File: src/rtl/line_status_pkg.sv
package line_status_pkg;
  localparam int STATE_W = 3;
  localparam int FLAG_N  = 4;

  // flag positions inside the sticky vector
  localparam int FL_F3   = 0;
  localparam int FL_F7   = 1;
  localparam int FL_F8   = 2;
  localparam int FL_HOOK = 3;

  typedef struct packed {
    logic arriveF3;
    logic edgeF7;
    logic edgeF8;
    logic hookEdge;
    logic clearRead;
  } strobes_t;
endpackage

File: src/rtl/line_status_ctrl.sv
module line_status_ctrl
  import line_status_pkg::*;
#(
  parameter int STATE_BITS  = STATE_W,
  parameter int SYNC_STAGES = 2,
  parameter logic [STATE_BITS-1:0] CODE_F3 = 3'd1,
  parameter logic [STATE_BITS-1:0] CODE_F7 = 3'd5,
  parameter logic [STATE_BITS-1:0] CODE_F8 = 3'd6
) (
  input  logic                  clk,
  input  logic                  rstN,
  input  logic [STATE_BITS-1:0] actState,
  input  logic                  hookPin,
  input  logic                  rdStrobe,
  output strobes_t              strobes,
  output logic                  hookLevel
);
  localparam int WARM   = SYNC_STAGES + 1;
  localparam int WARM_W = $clog2(WARM + 1);

  logic [STATE_BITS-1:0]  prevState;
  logic [SYNC_STAGES-1:0] syncChain;
  logic                   hookPrev;
  logic [WARM_W-1:0]      warmCnt;
  logic                   warmDone;

  always_ff @(posedge clk or negedge rstN) begin
    if (!rstN) prevState <= '0;
    else       prevState <= actState;
  end

  genvar g;
  generate
    for (g = 0; g < SYNC_STAGES; g++) begin : gSync
      if (g == 0) begin : gFirst
        always_ff @(posedge clk or negedge rstN) begin
          if (!rstN) syncChain[0] <= 1'b0;
          else       syncChain[0] <= hookPin;
        end
      end else begin : gNext
        always_ff @(posedge clk or negedge rstN) begin
          if (!rstN) syncChain[g] <= 1'b0;
          else       syncChain[g] <= syncChain[g-1];
        end
      end
    end
  endgenerate

  assign hookLevel = syncChain[SYNC_STAGES-1];
  assign warmDone  = (warmCnt == WARM_W'(WARM));

  always_ff @(posedge clk or negedge rstN) begin
    if (!rstN) begin
      warmCnt  <= '0;
      hookPrev <= 1'b0;
    end else begin
      hookPrev <= hookLevel;
      if (!warmDone) warmCnt <= warmCnt + 1'b1;
    end
  end

  logic stateMoved, inF7Now, inF7Was, inF8Now, inF8Was;
  always_comb begin
    stateMoved = (actState != prevState);
    inF7Now    = (actState == CODE_F7);
    inF7Was    = (prevState == CODE_F7);
    inF8Now    = (actState == CODE_F8);
    inF8Was    = (prevState == CODE_F8);
    strobes.arriveF3  = stateMoved && (actState == CODE_F3);
    strobes.edgeF7    = stateMoved && (inF7Now != inF7Was);
    strobes.edgeF8    = stateMoved && (inF8Now != inF8Was);
    strobes.hookEdge  = warmDone && (hookLevel != hookPrev);
    strobes.clearRead = rdStrobe;
  end
endmodule

File: src/rtl/line_status_dp.sv
module line_status_dp
  import line_status_pkg::*;
#(
  parameter int STATE_BITS = STATE_W
) (
  input  logic                  clk,
  input  logic                  rstN,
  input  strobes_t              strobes,
  input  logic [STATE_BITS-1:0] actState,
  input  logic                  hookLevel,
  input  logic [FLAG_N-1:0]     enables,
  output logic [7:0]            rdData,
  output logic                  irq
);
  logic [FLAG_N-1:0] flags;
  logic [FLAG_N-1:0] setVec;
  logic [FLAG_N-1:0] clrVec;

  always_comb begin
    setVec          = '0;
    setVec[FL_F3]   = strobes.arriveF3;
    setVec[FL_F7]   = strobes.edgeF7;
    setVec[FL_F8]   = strobes.edgeF8;
    setVec[FL_HOOK] = strobes.hookEdge;
    clrVec          = {FLAG_N{strobes.clearRead}};
  end

  // set takes precedence over a same-cycle clearing read
  always_ff @(posedge clk or negedge rstN) begin
    if (!rstN) flags <= '0;
    else       flags <= (flags & ~clrVec) | setVec;
  end

  always_comb begin
    rdData      = '0;
    rdData[2:0] = actState[2:0];
    rdData[3]   = flags[FL_F3];
    rdData[4]   = flags[FL_F7];
    rdData[5]   = flags[FL_F8];
    rdData[6]   = hookLevel;
    rdData[7]   = flags[FL_HOOK];
    irq         = |(flags & enables);
  end
endmodule

File: src/rtl/line_status_reg.sv
module line_status_reg
  import line_status_pkg::*;
#(
  parameter int SYNC_STAGES = 2
) (
  input  logic         clk,
  input  logic         rstN,
  input  logic [2:0]   actState,
  input  logic         hookPin,
  input  logic         rdStrobe,
  input  logic         enArriveF3,
  input  logic         enEdgeF7,
  input  logic         enEdgeF8,
  input  logic         enHookEdge,
  output logic [7:0]   rdData,
  output logic         irq
);
  strobes_t          strobes;
  logic              hookLevel;
  logic [FLAG_N-1:0] enables;

  always_comb begin
    enables          = '0;
    enables[FL_F3]   = enArriveF3;
    enables[FL_F7]   = enEdgeF7;
    enables[FL_F8]   = enEdgeF8;
    enables[FL_HOOK] = enHookEdge;
  end

  line_status_ctrl #(.STATE_BITS(3), .SYNC_STAGES(SYNC_STAGES)) uCtrl (
    .clk(clk), .rstN(rstN), .actState(actState), .hookPin(hookPin),
    .rdStrobe(rdStrobe), .strobes(strobes), .hookLevel(hookLevel)
  );

  line_status_dp #(.STATE_BITS(3)) uDp (
    .clk(clk), .rstN(rstN), .strobes(strobes), .actState(actState),
    .hookLevel(hookLevel), .enables(enables), .rdData(rdData), .irq(irq)
  );
endmodule

File: config.mk
export PLATFORM = sky130hd
export DESIGN_NAME = line_status_reg
export DESIGN_NICKNAME = d
export VERILOG_FILES = /design/src/rtl/line_status_pkg.sv /design/src/rtl/line_status_ctrl.sv /design/src/rtl/line_status_dp.sv /design/src/rtl/line_status_reg.sv
export SDC_FILE = /design/constraint.sdc
export NUM_CORES = 1
export LEC_CHECK = 0
export ABC_AREA = 1
export BUFFER_PORTS_ARGS = -buffer_cell sky130_fd_sc_hd__buf_2
export CELL_PAD_IN_SITES_DETAIL_PLACEMENT = 0
export CELL_PAD_IN_SITES_GLOBAL_PLACEMENT = 1
export CORE_MARGIN = 3
export CORE_UTILIZATION = 38
export CTS_BUF_LIST = sky130_fd_sc_hd__clkbuf_2
export DETAILED_ROUTE_END_ITERATION = 12
export PLACE_DENSITY = 0.83
export SLEW_MARGIN = 10
export SYNTH_ARGS = -nofsm -noshare
export SYNTH_HDL_FRONTEND = slang
export SYNTH_SLANG_ARGS = --single-unit
File: constraint.sdc
create_clock -name clk -period 3 [get_ports clk]
set_input_delay 0.3 -clock clk [delete_from_list [all_inputs] [get_ports clk]]
set_output_delay 0.3 -clock clk [all_outputs]
set_load 0.1 [all_outputs]
**Word level (Yosys, flattened, before mapping)**

Cells that the tools add are included.

- Bits in registers: 12
- Output and inout bits: 9
- Word-level logic and storage cells: 26

- Add/sub/neg operators: 1
- Equal/unequal tests: 10
- Bitwise gates (word level): 4
- Reductions and logical operators: 5

Operators by type and width:

| kind | number |
|---|---|
| 3-bit equality test, second input constant | 4 |
| 4-bit bitwise AND | 2 |
| 1-bit logical AND | 4 |
| 4-bit inverter | 1 |
| 4-bit OR | 1 |
| 4-bit OR reduction | 1 |
| 3-bit by 1-bit equality test with 1-bit output, second input constant | 1 |
| 1-bit != test | 3 |
| 3-bit != test | 1 |
| 2-bit by 1-bit adder with 2-bit output, second input constant | 1 |
| 2-bit equality test, second input constant | 1 |

**Longest topological paths before layout**

Gate-level depths: netlist of run 1.

- Depth in word-level cells: 4
- Depth in mapped cells: 6
- Depth with buffers taken out: 6

**Hierarchy**

A second synthesis of run 1 with hierarchy kept.

- Cell total of the unflattened synthesis: 64
- Area total of the unflattened synthesis: 574.3 um2

Modules (own cells, without submodules):

| module | times used | cells an instance | area an instance (um2) | sequential area each (um2) |
|---|---|---|---|---|
| line_status_ctrl | 1 | 39 | 365.4 | 200.2 |
| line_status_dp | 1 | 25 | 209.0 | 100.1 |

**Worst setup path after synthesis of run 1**

OpenSTA, ideal clock, no wires.

- Kind: flip-flop to output port
- From: reg uDp.flags[1]
- To: out irq
- Arrival: 1833 ps
- Setup slack: 867 ps
- Stages on the path, launching flop included: 3
- Path buffers: 0
- Cell sequence: dfrtp_1 > nand2_1 > nand4_1

- Longest elaborated chain between the ends: 2

Ends and longest elaborated chain:

| what | line | RTL |
|---|---|---|
| from (decl) | line_status_dp.sv:15 | `logic [FLAG_N-1:0] flags;` |
| from (signal assigned) | line_status_dp.sv:31 | `else flags <= (flags & ~clrVec) \| setVec;` |
| 4-bit bitwise AND | line_status_dp.sv:42 | `irq = \|(flags & enables);` |
| 4-bit OR reduction | line_status_dp.sv:42 |  |
| to (decl) | line_status_reg.sv:16 | `output logic irq` |

Every way passes these cells.

**Final worst setup path of run 1**

Ends and elaborated chain as after synthesis.

==> flow_metrics.tcl, run 1 <==
set metrics [dict create \
    cp_data_required_time_ns 2.70 \
    cts_tree "done" \
    whs_ns 0.127 \
    slew_headroom 0.678 \
    clock_path_buffers 2 \
    grt_pass1_wl_um 1540 \
    clkTransAtPathRegs_ns 0.12 \
    grtUsageTotal 0.109 \
    r2r_slack_ns 1.94 \
    switching_share 0.423 \
    crit_buf_inv 1 \
    synth_ff_type "dfrtp_1" \
    grt-ovfl-total 0 \
    status "completed" \
    nets 92 \
    vias_per_cell 4.63 \
    ff2ff_path_depth 2 \
    max_clock_freq_ghz 0.666 \
    synth.ff_latch_count 12 \
    r2r_end "uCtrl.warmCnt[1]" \
    p_seq_frac 0.463 \
    ys_types 15 \
    hpwl_um 691 \
    netlist_area_um2 543 \
    fin_tns_setup_ns 0 \
    rsz0062_at_grt "no" \
    syn_inst 59 \
    finish.utilization 0.498 \
    drive_gt1_frac 0.304 \
    clk_latency_ns 0.27 \
    cp_top_family "buffers and inverters" \
    min_to "uCtrl.syncChain[0]" \
    io_pins 20 \
    p_per_area_nw_per_um2 586 \
    period_needed_ns 1.50 \
    dp_cells 89 \
    finalClockSkew_ns 0.00243 \
    place.gp.congestion 0.748 \
    io_buffers 19 \
    timing.final.crit_share 0.500 \
    cp_cell_sequence "nand2_1 -> nand4_1 -> buf_2" \
    rows 13 \
    worst-slew-pin-transition_ns 0.487 \
    fin_ws_ns 1.50 \
    numCtsBuffers 3 \
    drcViolationCount 0 \
    crit_arrival_ns 1.20 \
    synth_nets 71 \
    final_cell_mix "20 x nand2_1, 19 x buf_2, 12 x dfrtp_1" \
    layout_commonest_cell "nand2_1" \
    reg2reg_from "uCtrl.warmCnt[0]" \
    p_clk_frac 0.220 \
    die_x_um 43.8 \
    worstHoldStart "hookPin" \
    setup_viol 0 \
    ant_nets 0 \
    hold-path-cell-count 1 \
    ys.warnings.count 0 \
    fp.dieArea_um2 1920 \
    area_delta_synth_final_pct 20.7 \
    final_cells 94 \
    root_buffer "clkbuf_2" \
    cts.sinks 12 \
    avgRoutedWirePerCell_um 9.53 \
    htree_levels 1 \
    cts_setup_buffers 0 \
    initialDrtViolationCount 4 \
    crit_type "reg2out" \
    syn_area_per_cell_um2 9.20 \
    fp.coreArea_um2 1320 \
    critPathSlowestCell "buf_2" \
    cp-end-kind "output port" \
    cp-start-kind "flop" \
    p_int_uw 222 \
    cap_viol_max_count 0 \
    slowest_delay_ns 0.42 \
    dp_slack_ns 1.78 \
    n_antenna_cell 0 \
    die_h_um 43.8 \
    antenna_found_initial 0 \
    p_leak_nw 0.346 \
    synth_edf_count 0 \
    route.vias.total 435 \
    drtPass1Iterations 4 \
    p_comb_frac 0.318 \
    first_global_vias 396 \
    drv_slew 0 \
    async_flop_share 1.00 \
    grt_max_degree 13 \
    initial_core_util 0.412 \
    ys_seq_area_frac 0.553 \
    crit_path_max_fanout 3 \
    hold_violations 0 \
    hold_class "in2reg" \
    p_sw_uw 163 \
    wl_um 896 \
    ir_worst_vdd_mv 0.265 \
]
## per-stage QoR
step / power [mW] / instance area, um2
3_5_place_dp: 0.303 / 627
3_3_place_gp: 0.303 / 627
2_1_floorplan: 0.281 / 543
4_1_cts: 0.391 / 656
6_report: 0.384 / 656
5_1_grt: 0.404 / 656
## timing repair
action / CTS / global route
gates resized for setup: 0 / 0
setup endpoints to repair: 0 / 0
hold buffers: 1 / 0
endpoints found under the hold margin: 12 / 0
## worst max path at each step
stage / cells after the start / end / startpoint / slack [ns]
6_report: 3 / irq / uDp.flags[1] / 1.50
5_1_grt: 3 / irq / uDp.flags[1] / 1.43
4_1_cts: 3 / irq / uDp.flags[3] / 1.47
3_5_place_dp: 4 / irq / enArriveF3 / 1.78
3_3_place_gp: 4 / irq / enEdgeF7 / 1.79
2_1_floorplan: 2 / irq / uDp.flags[1] / 0.87
## cells in the mapped netlist (all sizes together), types with 2 or more instances
cell / count / share of area
inv: 5 / 0.035
buf: 4 / 0.055
nand2: 20 / 0.14
nand3: 6 / 0.065
xnor2: 2 / 0.032
nor2: 3 / 0.021
dfrtp: 12 / 0.55
## logic make-up after synthesis
family,count (synthesis),share of synthesized area
xor gates and xnor gates,3,0.0484
DFF,12,0.553
muxes,1,0.0207
and+or+nand+nor,32,0.256
AOI/OAI and AO/OA,1,0.00921
buffers and inverters,9,0.0899
adders and majority gates,1,0.0230
## power by group through the flow
stage               Combinational, mW  Clock (mW)  Sequential, mW
floorplan                      0.0580           0           0.223
global placement                0.121           0           0.181
detailed placement              0.122           0           0.181
CTS                             0.123      0.0891           0.178
global route                    0.129      0.0953           0.180
finish                          0.122      0.0844           0.178
## layout make-up
class / instances / area, um2
repair buffers: 20 / 105
fillers: 140 / 662
multi-input cells: 38 / 194
inverters: 5 / 18.8
clock buffers: 3 / 15.0
well taps: 15 / 18.8
clock inverters: 1 / 3.75
flip-flops and latches: 12 / 300
## metal layers
| layer | global-route usage | part of all wire |
|---|---|---|
| met5 | 0 | 0 |
| met4 | 0.0723 | 0 |
| met3 | 0.0290 | 0.11 |
| met2 | 0.177 | 0.43 |
| met1 | 0.124 | 0.45 |
## registers in the layout (all words and copies together) (netlist names)
name	count
uCtrl.hookPrev	1
uCtrl.warmCnt	2
uCtrl.hookLevel	1
uCtrl.prevState	3
uDp.flags	4
uCtrl.syncChain	1
(Power assumes the default switching activity.)
==> inputs of run 2 (changes only) <==
--- a/config.mk
+++ b/config.mk
@@ -10,10 +10,10 @@
 export CELL_PAD_IN_SITES_DETAIL_PLACEMENT = 0
 export CELL_PAD_IN_SITES_GLOBAL_PLACEMENT = 1
 export CORE_MARGIN = 3
-export CORE_UTILIZATION = 38
+export CORE_UTILIZATION = 35
 export CTS_BUF_LIST = sky130_fd_sc_hd__clkbuf_2
 export DETAILED_ROUTE_END_ITERATION = 12
-export PLACE_DENSITY = 0.83
+export PLACE_DENSITY = 0.78
 export SLEW_MARGIN = 10
 export SYNTH_ARGS = -nofsm -noshare
 export SYNTH_HDL_FRONTEND = slang
==> constraint.sdc (replaced) <==
create_clock -name clk -period 1.4 [get_ports clk]
set_input_delay 0.14 -clock clk [delete_from_list [all_inputs] [get_ports clk]]
set_output_delay 0.14 -clock clk [all_outputs]
set_load 0.1 [all_outputs]
==> run 2 against run 1 <==
  * Register-to-register slack lost 1.6 ns
  * Setup slack worse by 1.4 ns
  * Non-clock buffer count grew 2
  * Clock power is 100% higher
  * Sequential share of layout area is 0.51 points lower
  * Total power up 110%
  * Critical path depth did not move
  * Clock skew increased by 0.0048 ns
  * First-iteration DRC count is 75% lower
  * Largest power group unchanged
  * Global-route usage down 0.47 points
==> flow_metrics.tcl, run 2 (synthesized netlist as in run 1, its figures left out) <==
set metrics [dict create \
    final_cell_mix "20 x nand2_1, 18 x buf_2, 8 x dfrtp_1" \
    grt-ovfl-total 0 \
    dp_slack_ns 0.323 \
    regMostFlops "uDp.flags" \
    drt-met1-wl_um 427 \
    nets 94 \
    endpoint "rdData[0]" \
    area_delta_synth_final_pct 27.2 \
    p_sw_uw 339 \
    whs_ns 0.0584 \
    place.gp.congestion 0.723 \
    crit_path_max_fanout 4 \
    p_clk_frac 0.206 \
    drive_gt1_frac 0.346 \
    rows 13 \
    worst-slew-pin-transition_ns 0.488 \
    die_x_um 45.4 \
    route.vias.total 429 \
    r2r_slack_ns 0.35 \
    p_seq_frac 0.469 \
    clkTransAtPathRegs_ns 0.12 \
    crit_type "in2out" \
    top_regs "uDp.flags x4, uCtrl.prevState x3, uCtrl.warmCnt x2" \
    numCtsBuffers 3 \
    fp.dieArea_um2 2060 \
    fin_ws_ns 0.0504 \
    initialDrtViolationCount 1 \
    cap_viol_max_count 0 \
    p_leak_nw 0.351 \
    cts_tree "done" \
    ant_nets 0 \
    design_area_um2 691 \
    htree_levels 1 \
    antenna_found_initial 0 \
    cts.sinks 12 \
    cp-end-kind "output port" \
    finalClockSkew_ns 0.00723 \
    hpwl_um 687 \
    timing.final.crit_share 0.964 \
    ff2ff_path_depth 2 \
    drcViolationCount 0 \
    wl_um 891 \
    crit_start "actState[0]" \
    cp_data_required_time_ns 1.26 \
    hold-path-cell-count 1 \
    status "completed" \
    vias_per_cell 4.47 \
    grtUsageTotal 0.104 \
    n_antenna_cell 0 \
    grt_max_degree 13 \
    initial_core_util 0.393 \
    root_buffer "clkbuf_2" \
    fin_tns_setup_ns 0 \
    ir_worst_vdd_mv 0.737 \
    wl_met3_um 93 \
    period_needed_ns 1.35 \
    die_h_um 45.4 \
    met2WireLength_um 370 \
    p_per_area_nw_per_um2 1200 \
    r2r_end "uCtrl.warmCnt[1]" \
    placed_area_um2 639 \
    crit_arrival_ns 1.21 \
    clock_path_buffers 2 \
    hold_violations 0 \
    rsz0062_at_grt "no" \
    slew_headroom 0.677 \
    drv_slew 0 \
    multiInputGateArea_um2 194 \
    top_layer "met3" \
    area.sequential_um2 313 \
    fp.coreArea_um2 1380 \
    switching_share 0.410 \
    io_buffers 19 \
    drtPass1Iterations 2 \
    layout_commonest_cell "nand2_1" \
    avgRoutedWirePerCell_um 9.28 \
    max_clock_freq_ghz 0.741 \
    largest_reg_flops 4 \
    p_int_uw 487 \
    grt_pass1_wl_um 1520 \
    setup_viol 0 \
    hold_class "in2reg" \
    fillerInstances 145 \
    p_comb_frac 0.325 \
    io_pins 20 \
    reg2reg_from "uCtrl.warmCnt[0]" \
    clk_latency_ns 0.25 \
    cp-start-kind "primary input" \
    first_global_vias 369 \
]
## run 2: cell count changes in the layout (fill, tap and decap cells not counted)
cell,before,now
dlygate4sd3_1,1,3
dfrtp_1,12,8
dfrtp_4,0,3
buf_2,19,18
dfrtp_2,0,1
clkbuf_4,0,1
## run 2: metrics by stage
stage	instances	total power, mW	utilization
detailed placement	89	0.658	0.462
finish	96	0.826	0.500
global placement	89	0.656	0.462
CTS	96	0.841	0.498
global route	96	0.882	0.500
floorplan	59	0.611	-
## run 2: power by group through the flow
stage	clock network [mW]	logic (mW)	registers [mW]
floorplan	0	0.124	0.487
global placement	0	0.262	0.394
detailed placement	0	0.263	0.395
CTS	0.183	0.270	0.388
global route	0.206	0.284	0.392
finish	0.170	0.269	0.387
## run 2: repair_timing
item,CTS,global route
gates resized for setup,0,1
hold endpoints to repair,14,0
buffers inserted,0,0
endpoints found under the setup margin,0,1
hold buffers,3,0
## run 2: area by class of cell
type / count / share of cell area
clock buffer: 3 / 0.0217
clock inverter: 1 / 0.00543
inverter: 5 / 0.0272
multi-input combinational: 38 / 0.281
sequential: 12 / 0.453
tap: 15 / 0.0272
timing repair buffer: 22 / 0.185
## run 2: routing by layer
layer	up-vias	global-route usage
li1	228	-
met1	182	0.125
met2	19	0.156
met3	0	0.0593
met4	0	0.0351
met5	-	0
## run 2: worst min-delay path by stage
| stage | start | slack (ns) | to |
|---|---|---|---|
| global route | actState[1] | 0.009 | uCtrl.prevState[1] |
| global placement | rstN | 0.03 | uDp.flags[3] |
| detailed placement | rstN | 0.03 | uDp.flags[3] |
| CTS | actState[1] | 0.04 | uCtrl.prevState[1] |
| floorplan | rstN | -0.16 | uCtrl.hookLevel |
| finish | actState[1] | 0.06 | uCtrl.prevState[1] |
## run 2: critical path: stages
cell and delay (ns):
dlygate4sd3_1 0.52, buf_2 0.12, buf_2 0.42
